`config.mk`:
```
export PLATFORM = sky130hd
export DESIGN_NAME = pwm_channel
export DESIGN_NICKNAME = d
export VERILOG_FILES = /design/src/rtl/pwm_pkg.sv /design/src/rtl/pwm_rst_sync.sv /design/src/rtl/pwm_prescaler.sv /design/src/rtl/pwm_duty_counter.sv /design/src/rtl/pwm_out_stage.sv /design/src/rtl/pwm_channel.sv
export SDC_FILE = /design/constraint.sdc
export NUM_CORES = 1
export LEC_CHECK = 0
export BUFFER_PORTS_ARGS = -buffer_cell sky130_fd_sc_hd__buf_2
export CAP_MARGIN = 25
export CELL_PAD_IN_SITES_DETAIL_PLACEMENT = 1
export CELL_PAD_IN_SITES_GLOBAL_PLACEMENT = 2
export CORE_ASPECT_RATIO = 0.6
export CORE_MARGIN = 5
export CORE_UTILIZATION = 40
export DETAILED_ROUTE_END_ITERATION = 7
export GPL_ROUTABILITY_DRIVEN = 0
export GPL_TIMING_DRIVEN = 0
export PLACE_DENSITY_LB_ADDON = 0.1
export RECOVER_POWER = 50
export REMOVE_ABC_BUFFERS = 1
export SYNTH_ARGS = -nofsm -noshare
export SYNTH_HDL_FRONTEND = slang
export SYNTH_SLANG_ARGS = --single-unit
```
`constraint.sdc`:
```
create_clock -name clk -period 3.4 [get_ports clk]
set_input_delay 0.34 -clock clk [delete_from_list [all_inputs] [get_ports clk]]
set_output_delay 0.34 -clock clk [all_outputs]
set_load 0.01 [all_outputs]
```
`src/rtl/pwm_pkg.sv`:
```
package pwm_pkg;
  parameter int CNT_W = 8;   // period counter and compare points
  parameter int DL_W  = 8;   // linear divider field
  parameter int DH_W  = 4;   // shift divider field
  localparam int PRE_W = DL_W + (1 << DH_W) - 1;

  typedef struct packed {
    logic            sync_off;
    logic            od;
    logic            inv;
    logic            clk_en;
    logic            pin_en;
    logic [DH_W-1:0] div_h;
    logic [DL_W-1:0] div_l;
  } ctl_t;

  typedef struct packed {
    logic [CNT_W-1:0] fall;
    logic [CNT_W-1:0] rise;
    logic [CNT_W-1:0] period;
  } tm_t;

  localparam int CTL_W = $bits(ctl_t);
  localparam int TM_W  = $bits(tm_t);
endpackage

```
`src/rtl/pwm_rst_sync.sv`:
```
module pwm_rst_sync #(
  parameter int STAGES = 2
) (
  input  logic clk,
  input  logic rst_n,
  output logic rst_sync_n
);
  logic [STAGES-1:0] sync_q;

  always_ff @(posedge clk or negedge rst_n) begin
    if (!rst_n) sync_q <= '0;
    else        sync_q <= {sync_q[STAGES-2:0], 1'b1};
  end

  assign rst_sync_n = sync_q[STAGES-1];
endmodule

```
`src/rtl/pwm_prescaler.sv`:
```
module pwm_prescaler
  import pwm_pkg::*;
(
  input  logic            clk,
  input  logic            rst_n,
  input  logic            run,
  input  logic [DL_W-1:0] div_l,
  input  logic [DH_W-1:0] div_h,
  output logic            tick_o
);
  logic [PRE_W-1:0] pre_q, pre_d, limit;

  always_comb begin
    limit  = (PRE_W'(div_l) + PRE_W'(1)) << div_h;
    limit  = limit - PRE_W'(1);
    // >= so that a smaller divider written mid-quantum never overruns
    tick_o = run && (pre_q >= limit);
    if (!run || tick_o) pre_d = '0;
    else                pre_d = pre_q + PRE_W'(1);
  end

  always_ff @(posedge clk or negedge rst_n) begin
    if (!rst_n) pre_q <= '0;
    else        pre_q <= pre_d;
  end
endmodule

```
`src/rtl/pwm_duty_counter.sv`:
```
module pwm_duty_counter
  import pwm_pkg::*;
(
  input  logic             clk,
  input  logic             rst_n,
  input  logic             run,
  input  logic             tick,
  input  logic             sync_off,
  input  tm_t              tm_stage,
  output tm_t              act_o,
  output logic [CNT_W-1:0] cnt_o,
  output logic             wrap_o,
  output logic             win_o
);
  tm_t              act_q, act_d;
  logic [CNT_W-1:0] cnt_q, cnt_d;
  logic             load;

  always_comb begin
    wrap_o = tick && (cnt_q >= act_q.period);
    if (!run)        cnt_d = '0;
    else if (wrap_o) cnt_d = '0;
    else if (tick)   cnt_d = cnt_q + CNT_W'(1);
    else             cnt_d = cnt_q;

    load  = sync_off || !run || wrap_o;
    act_d = load ? tm_stage : act_q;
  end

  always_comb begin
    if (act_q.rise == act_q.fall)     win_o = 1'b1;
    else if (act_q.rise < act_q.fall) win_o = (cnt_q >= act_q.rise) && (cnt_q < act_q.fall);
    else                              win_o = (cnt_q >= act_q.rise) || (cnt_q < act_q.fall);
  end

  always_ff @(posedge clk or negedge rst_n) begin
    if (!rst_n) begin
      cnt_q <= '0;
      act_q <= '0;
    end else begin
      cnt_q <= cnt_d;
      act_q <= act_d;
    end
  end

  assign act_o = act_q;
  assign cnt_o = cnt_q;
endmodule

```
`src/rtl/pwm_out_stage.sv`:
```
module pwm_out_stage (
  input  logic win,
  input  logic run,
  input  logic pin_en,
  input  logic inv,
  input  logic od,
  output logic pin_o,
  output logic pin_oe
);
  logic active;

  always_comb begin
    active = win && run && pin_en;
    pin_o  = active ^ inv;
    pin_oe = od ? !pin_o : 1'b1;
  end
endmodule

```
`src/rtl/pwm_channel.sv`:
```
module pwm_channel
  import pwm_pkg::*;
(
  input  logic            clk,
  input  logic            rst_n,
  input  logic            wr_en,
  input  logic            wr_sel,
  input  logic [TM_W-1:0] wr_data,
  output logic            pin_o,
  output logic            pin_oe,
  output logic [1:0]      status_o
);
  logic             rst_sync_n;
  ctl_t             ctl_q, ctl_d;
  tm_t              tm_q, tm_d;
  tm_t              act;
  logic [CNT_W-1:0] cnt;
  logic             tick, wrap, win;
  logic             unused_hi;

  assign unused_hi = ^wr_data[TM_W-1:CTL_W];

  pwm_rst_sync #(.STAGES(2)) u_rst (
    .clk(clk), .rst_n(rst_n), .rst_sync_n(rst_sync_n)
  );

  always_comb begin
    ctl_d = ctl_q;
    tm_d  = tm_q;
    if (wr_en && !wr_sel) ctl_d = ctl_t'(wr_data[CTL_W-1:0]);
    if (wr_en &&  wr_sel) tm_d  = tm_t'(wr_data);
  end

  always_ff @(posedge clk or negedge rst_sync_n) begin
    if (!rst_sync_n) begin
      ctl_q <= '0;
      tm_q  <= '0;
    end else begin
      ctl_q <= ctl_d;
      tm_q  <= tm_d;
    end
  end

  pwm_prescaler u_pre (
    .clk(clk), .rst_n(rst_sync_n), .run(ctl_q.clk_en),
    .div_l(ctl_q.div_l), .div_h(ctl_q.div_h), .tick_o(tick)
  );

  pwm_duty_counter u_cnt (
    .clk(clk), .rst_n(rst_sync_n), .run(ctl_q.clk_en), .tick(tick),
    .sync_off(ctl_q.sync_off), .tm_stage(tm_d), .act_o(act),
    .cnt_o(cnt), .wrap_o(wrap), .win_o(win)
  );

  pwm_out_stage u_out (
    .win(win), .run(ctl_q.clk_en), .pin_en(ctl_q.pin_en), .inv(ctl_q.inv),
    .od(ctl_q.od), .pin_o(pin_o), .pin_oe(pin_oe)
  );

  assign status_o = {pin_oe, pin_o};
endmodule

```
==> run_results.csv <==
group,metric,value,unit
run_status,outcome,"complete, but fails checks",
run_status,violations,"max-capacitance violations, max-slew violations, negative setup slack",
timing,tightest_slew,1505,ps
die,fp.dieW,175.9,um
clocking,clk_pin_slew,70,ps
power_and_ir_drop,power.density,502.0,mW/mm^2
global_route,grt_pass1_wl,33.32,mm
power_and_ir_drop,pwr-share-seq,34.9,%
timing,fin_worst_skew,9.556,ps
drt,postRouteAntennaNets,0,
synth,yosysWarnings,0,
die,core_area,0.01622,mm^2
placement,dpl.hpwl,14.15,mm
drt,wl,21.00,mm
layout,syn_to_final_growth,28.04,%
die,num_io_pins,32,
timing,worst_slack,-1765,ps
layout,insertedDiodeCount,0,
clocking,clock-sinks,98,
min_path,hold_class,"in2reg",
synth,ys_types,73,
critical_path,path_buf_inv,10,
timing,max_slew_margin,-0.3102,%
synth,syn_inst,686,
synth,netlist_area,0.006608,mm^2
power_and_ir_drop,p_comb_share,41.9,%
timing,finalCriticalPeriod,5165,ps
drt,vias_per_cell,5.704,
critical_path,crit_arrival,5400,ps
critical_path,critical_path.slowest_cell,"dfrtp_2",
drt,dr.pass1.iters,5,
drt,met2_length,8.991,mm
timing,max_freq,193.6,MHz
power_and_ir_drop,p_int,0.002646,W
power_and_ir_drop,p_sw_share,37.69,%
critical_path,crit_required,3640,ps
global_route,grt_pass1_vias,5841,
clocking,h-tree-depth,3,
global_route,gr-usage-all-layers,22.26,%
timing,drv_slew,65,
layout,n_fill_cell,1776,
timing,setup_viol,55,
critical_path,crit_family,"compound AO/OA/AOI/OAI gates",
drt,wl_per_cell,21.10,um
critical_path,startpoint_type,"flop",
drt,vias,5675,
critical_path,crit_type,"reg2reg",
synth,synth_ff_type,"dfrtp_1",
global_route,antenna_found_initial,0,
die,die_area,0.01927,mm^2
global_route,overflow,0,
clocking,cts_root_buf,"clkbuf_16",
layout,drive_gt1_share,35.37,%
timing,rsz0062_at_grt,"yes",
synth,ys_ff_latch,98,
placement,port_buffers,31,
drt,drt_iter0_drc,311,
placement,dp_worst_setup_slack,-2986,ps
critical_path,max_stage_delay,430,ps
clocking,cts_tree,"yes",
layout,design_area,0.008461,mm^2
drt,drc,0,
flow_run,drv_cap,1,
power_and_ir_drop,ir_drop,0.0002311,V
timing,hold_viol,0,
clocking,clk_latency,360,ps
power_and_ir_drop,p_leak,3.761,nW
layout,nets,867,
critical_path,crit_fanout,6,
critical_path,critical_path.endpoint_type,"flop",
die,initial_utilization,40.75,%
timing,fin_crit_sh,151.9,%
critical_path,critical_path.most_common_cell,"buf_4",
drt,drt-met1-wl,10.81,mm
synth,ys_seq_area_share,37.11,%
die,num_rows,36,
clocking,numCtsBuffers,9,
placement,post_dp_cell_area,0.006969,mm^2
drt,dr_wl_met3,1.003,mm
synth,synth_async_sr_flop_share,100.0,%
clocking,cts_buffer_depth,2,
drt,top_layer_used,"met4",
global_route,grt_max_degree,66,
die,dieHeight,109.6,um
synth,synth_edf_count,0,
power_and_ir_drop,clkPwrFrac,23.2,%
synth,syn_avg_cell_area,9.632,um^2
power_and_ir_drop,switchingPower,0.001601,W
worst register-to-register path, cell delays in order (launching register included):
cell      delay (ps)
dfrtp_2          430
ha_4             210
nand3_4          100
buf_4            160
buf_4            140
nor3_4           220
o21ai_4          120
a21oi_2          170
a222oi_1         110
buf_4            180
buf_4            120
buf_4            120
buf_4            120
buf_4            120
buf_4            130
buf_4            130
xor2_1           180
ha_2             180
a21o_1           140
a21o_1           180
a21oi_2          140
o21ai_2           80
o311a_1          410
or2_4            260
a211o_4          420
buf_16           180
mux2_4           300
metal layers:
| layer | GRT usage (%) | vias up |
|---|---|---|
| met5 | 0 | - |
| met4 | 3.281 | 0 |
| met3 | 5.258 | 22 |
| met2 | 32.82 | 108 |
| met1 | 33.82 | 2892 |
| li1 | - | 2653 |
power by group through the flow:
| stage | Sequential (W) | Clock [W] | Combinational [W] |
|---|---|---|---|
| 6_report | 0.00148 | 0.000986 | 0.00178 |
| 5_1_grt | 0.00150 | 0.00106 | 0.00194 |
| 4_1_cts | 0.00148 | 0.00102 | 0.00161 |
| 3_5_place_dp | 0.00151 | 0 | 0.00123 |
| 3_3_place_gp | 0.00151 | 0 | 0.00114 |
| 2_1_floorplan | 0.00146 | 0 | 0.000860 |
cell families (layout without fill, tap and decap cells):
group           Yosys count  count (layout)  share of synthesized area [%]
simple gates            212             215                          16.49
compound gates          134             134                          13.46
flops                    98              98                          37.11
mux                      65              65                          10.98
fa+ha+maj                59              59                          11.13
xor+xnor                 45              45                          5.965
buf+inv                  72             169                          4.791
other cells               1               1                        0.05675
cells in the mapped netlist (4+ instances only):
master | instances | area (um^2)
ha_1 | 58 | 725.7
a211oi_1 | 5 | 37.54
inv_1 | 39 | 146.4
o22ai_1 | 4 | 25.02
buf_2 | 4 | 20.02
and2_1 | 4 | 25.02
a211o_1 | 5 | 43.79
dfrtp_1 | 98 | 2452
xnor2_1 | 18 | 157.7
nor3_1 | 16 | 80.08
o211ai_1 | 4 | 30.03
nand2_1 | 46 | 172.7
a31oi_1 | 6 | 37.54
mux2_2 | 60 | 675.7
nand4_1 | 20 | 125.1
a21o_1 | 15 | 112.6
buf_4 | 5 | 37.54
nand2b_1 | 15 | 93.84
mux2i_1 | 5 | 50.05
nor4_1 | 4 | 25.02
nor2b_1 | 4 | 25.02
o21ai_0 | 31 | 155.2
and3_1 | 5 | 31.28
nand3_1 | 17 | 85.08
nor2_1 | 56 | 210.2
xor2_1 | 27 | 236.5
a21oi_1 | 26 | 130.1
o21a_1 | 6 | 45.04
clkbuf_1 | 16 | 60.06
registers in the layout, summed over array words and instances (netlist names):
name          count
u_cnt.act_o      24
u_pre.pre_q      23
u_rst.sync_q      2
tm_q             24
ctl_q            17
u_cnt.cnt_o       8
placed cells by master (no fill, tap or decap), types with 5 or more instances in the layout:
master,instances
mux2_1,7
a211oi_1,5
dfrtp_1,87
o21ai_2,7
clkbuf_16,9
nor3_1,11
xor2_1,25
nor2_4,9
xnor2_1,16
buf_4,68
and3_1,5
dfrtp_2,9
nand2_1,43
mux2_2,52
nand3_1,16
o21ai_0,22
ha_1,56
a21oi_1,17
nor2_1,45
a21o_1,15
nand4_1,20
inv_1,37
a21oi_2,9
buf_2,31
nand2b_1,14
o21a_1,6
cell type report:
type                            count  area (um^2)  share of cell area [%]
Clock buffer                       11        232.7                   2.751
Clock inverter                      5        46.29                  0.5472
Inverter                           42        167.7                   1.982
Multi-Input combinational cell    519         4419                   52.23
Sequential cell                    98         2471                   29.21
Tap cell                          209        261.5                   3.091
Timing Repair Buffer              111        862.1                   10.19
path summary, 6_finish.rpt:
path                       cells after the start              end  slack, ps            start
max in group asynchronous                      1         ctl_q[9]        520  u_rst.sync_q[1]
min in group asynchronous                      2  u_rst.sync_q[1]        280            rst_n
setup / recovery                              26   u_cnt.act_o[0]      -1770         ctl_q[0]
hold / removal                                 3         ctl_q[2]        210       wr_data[2]
hold reg to reg                                0  u_rst.sync_q[1]        360  u_rst.sync_q[0]
setup reg to reg                              26   u_cnt.act_o[0]      -1770         ctl_q[0]
what timing repair did:
| action | in CTS | in global routing |
|---|---|---|
| setup endpoints to repair | 59 | 59 |
| hold buffers | 1 | 0 |
| hold endpoints to repair | 2 | 0 |
| buffers inserted | 56 | 18 |
| gates cloned | 5 | 0 |
| resized for setup | 103 | 38 |
| pin swaps | 45 | 41 |
metrics by stage:
stage / util (%) / power, W / setup TNS, ps / hold WS [ps] / std cells
2_1_floorplan: - / 0.002316 / -81390 / 44.41 / 656
3_3_place_gp: 42.34 / 0.002658 / -233270 / 124.7 / 896
3_5_place_dp: 42.98 / 0.002745 / -157940 / 125.7 / 900
4_1_cts: 50.50 / 0.004114 / -70230 / 213.6 / 978
5_1_grt: 52.18 / 0.004503 / -94610 / 213.4 / 995
6_report: 52.18 / 0.004247 / -85520 / 214.0 / 995
(Power assumes the default switching activity.)
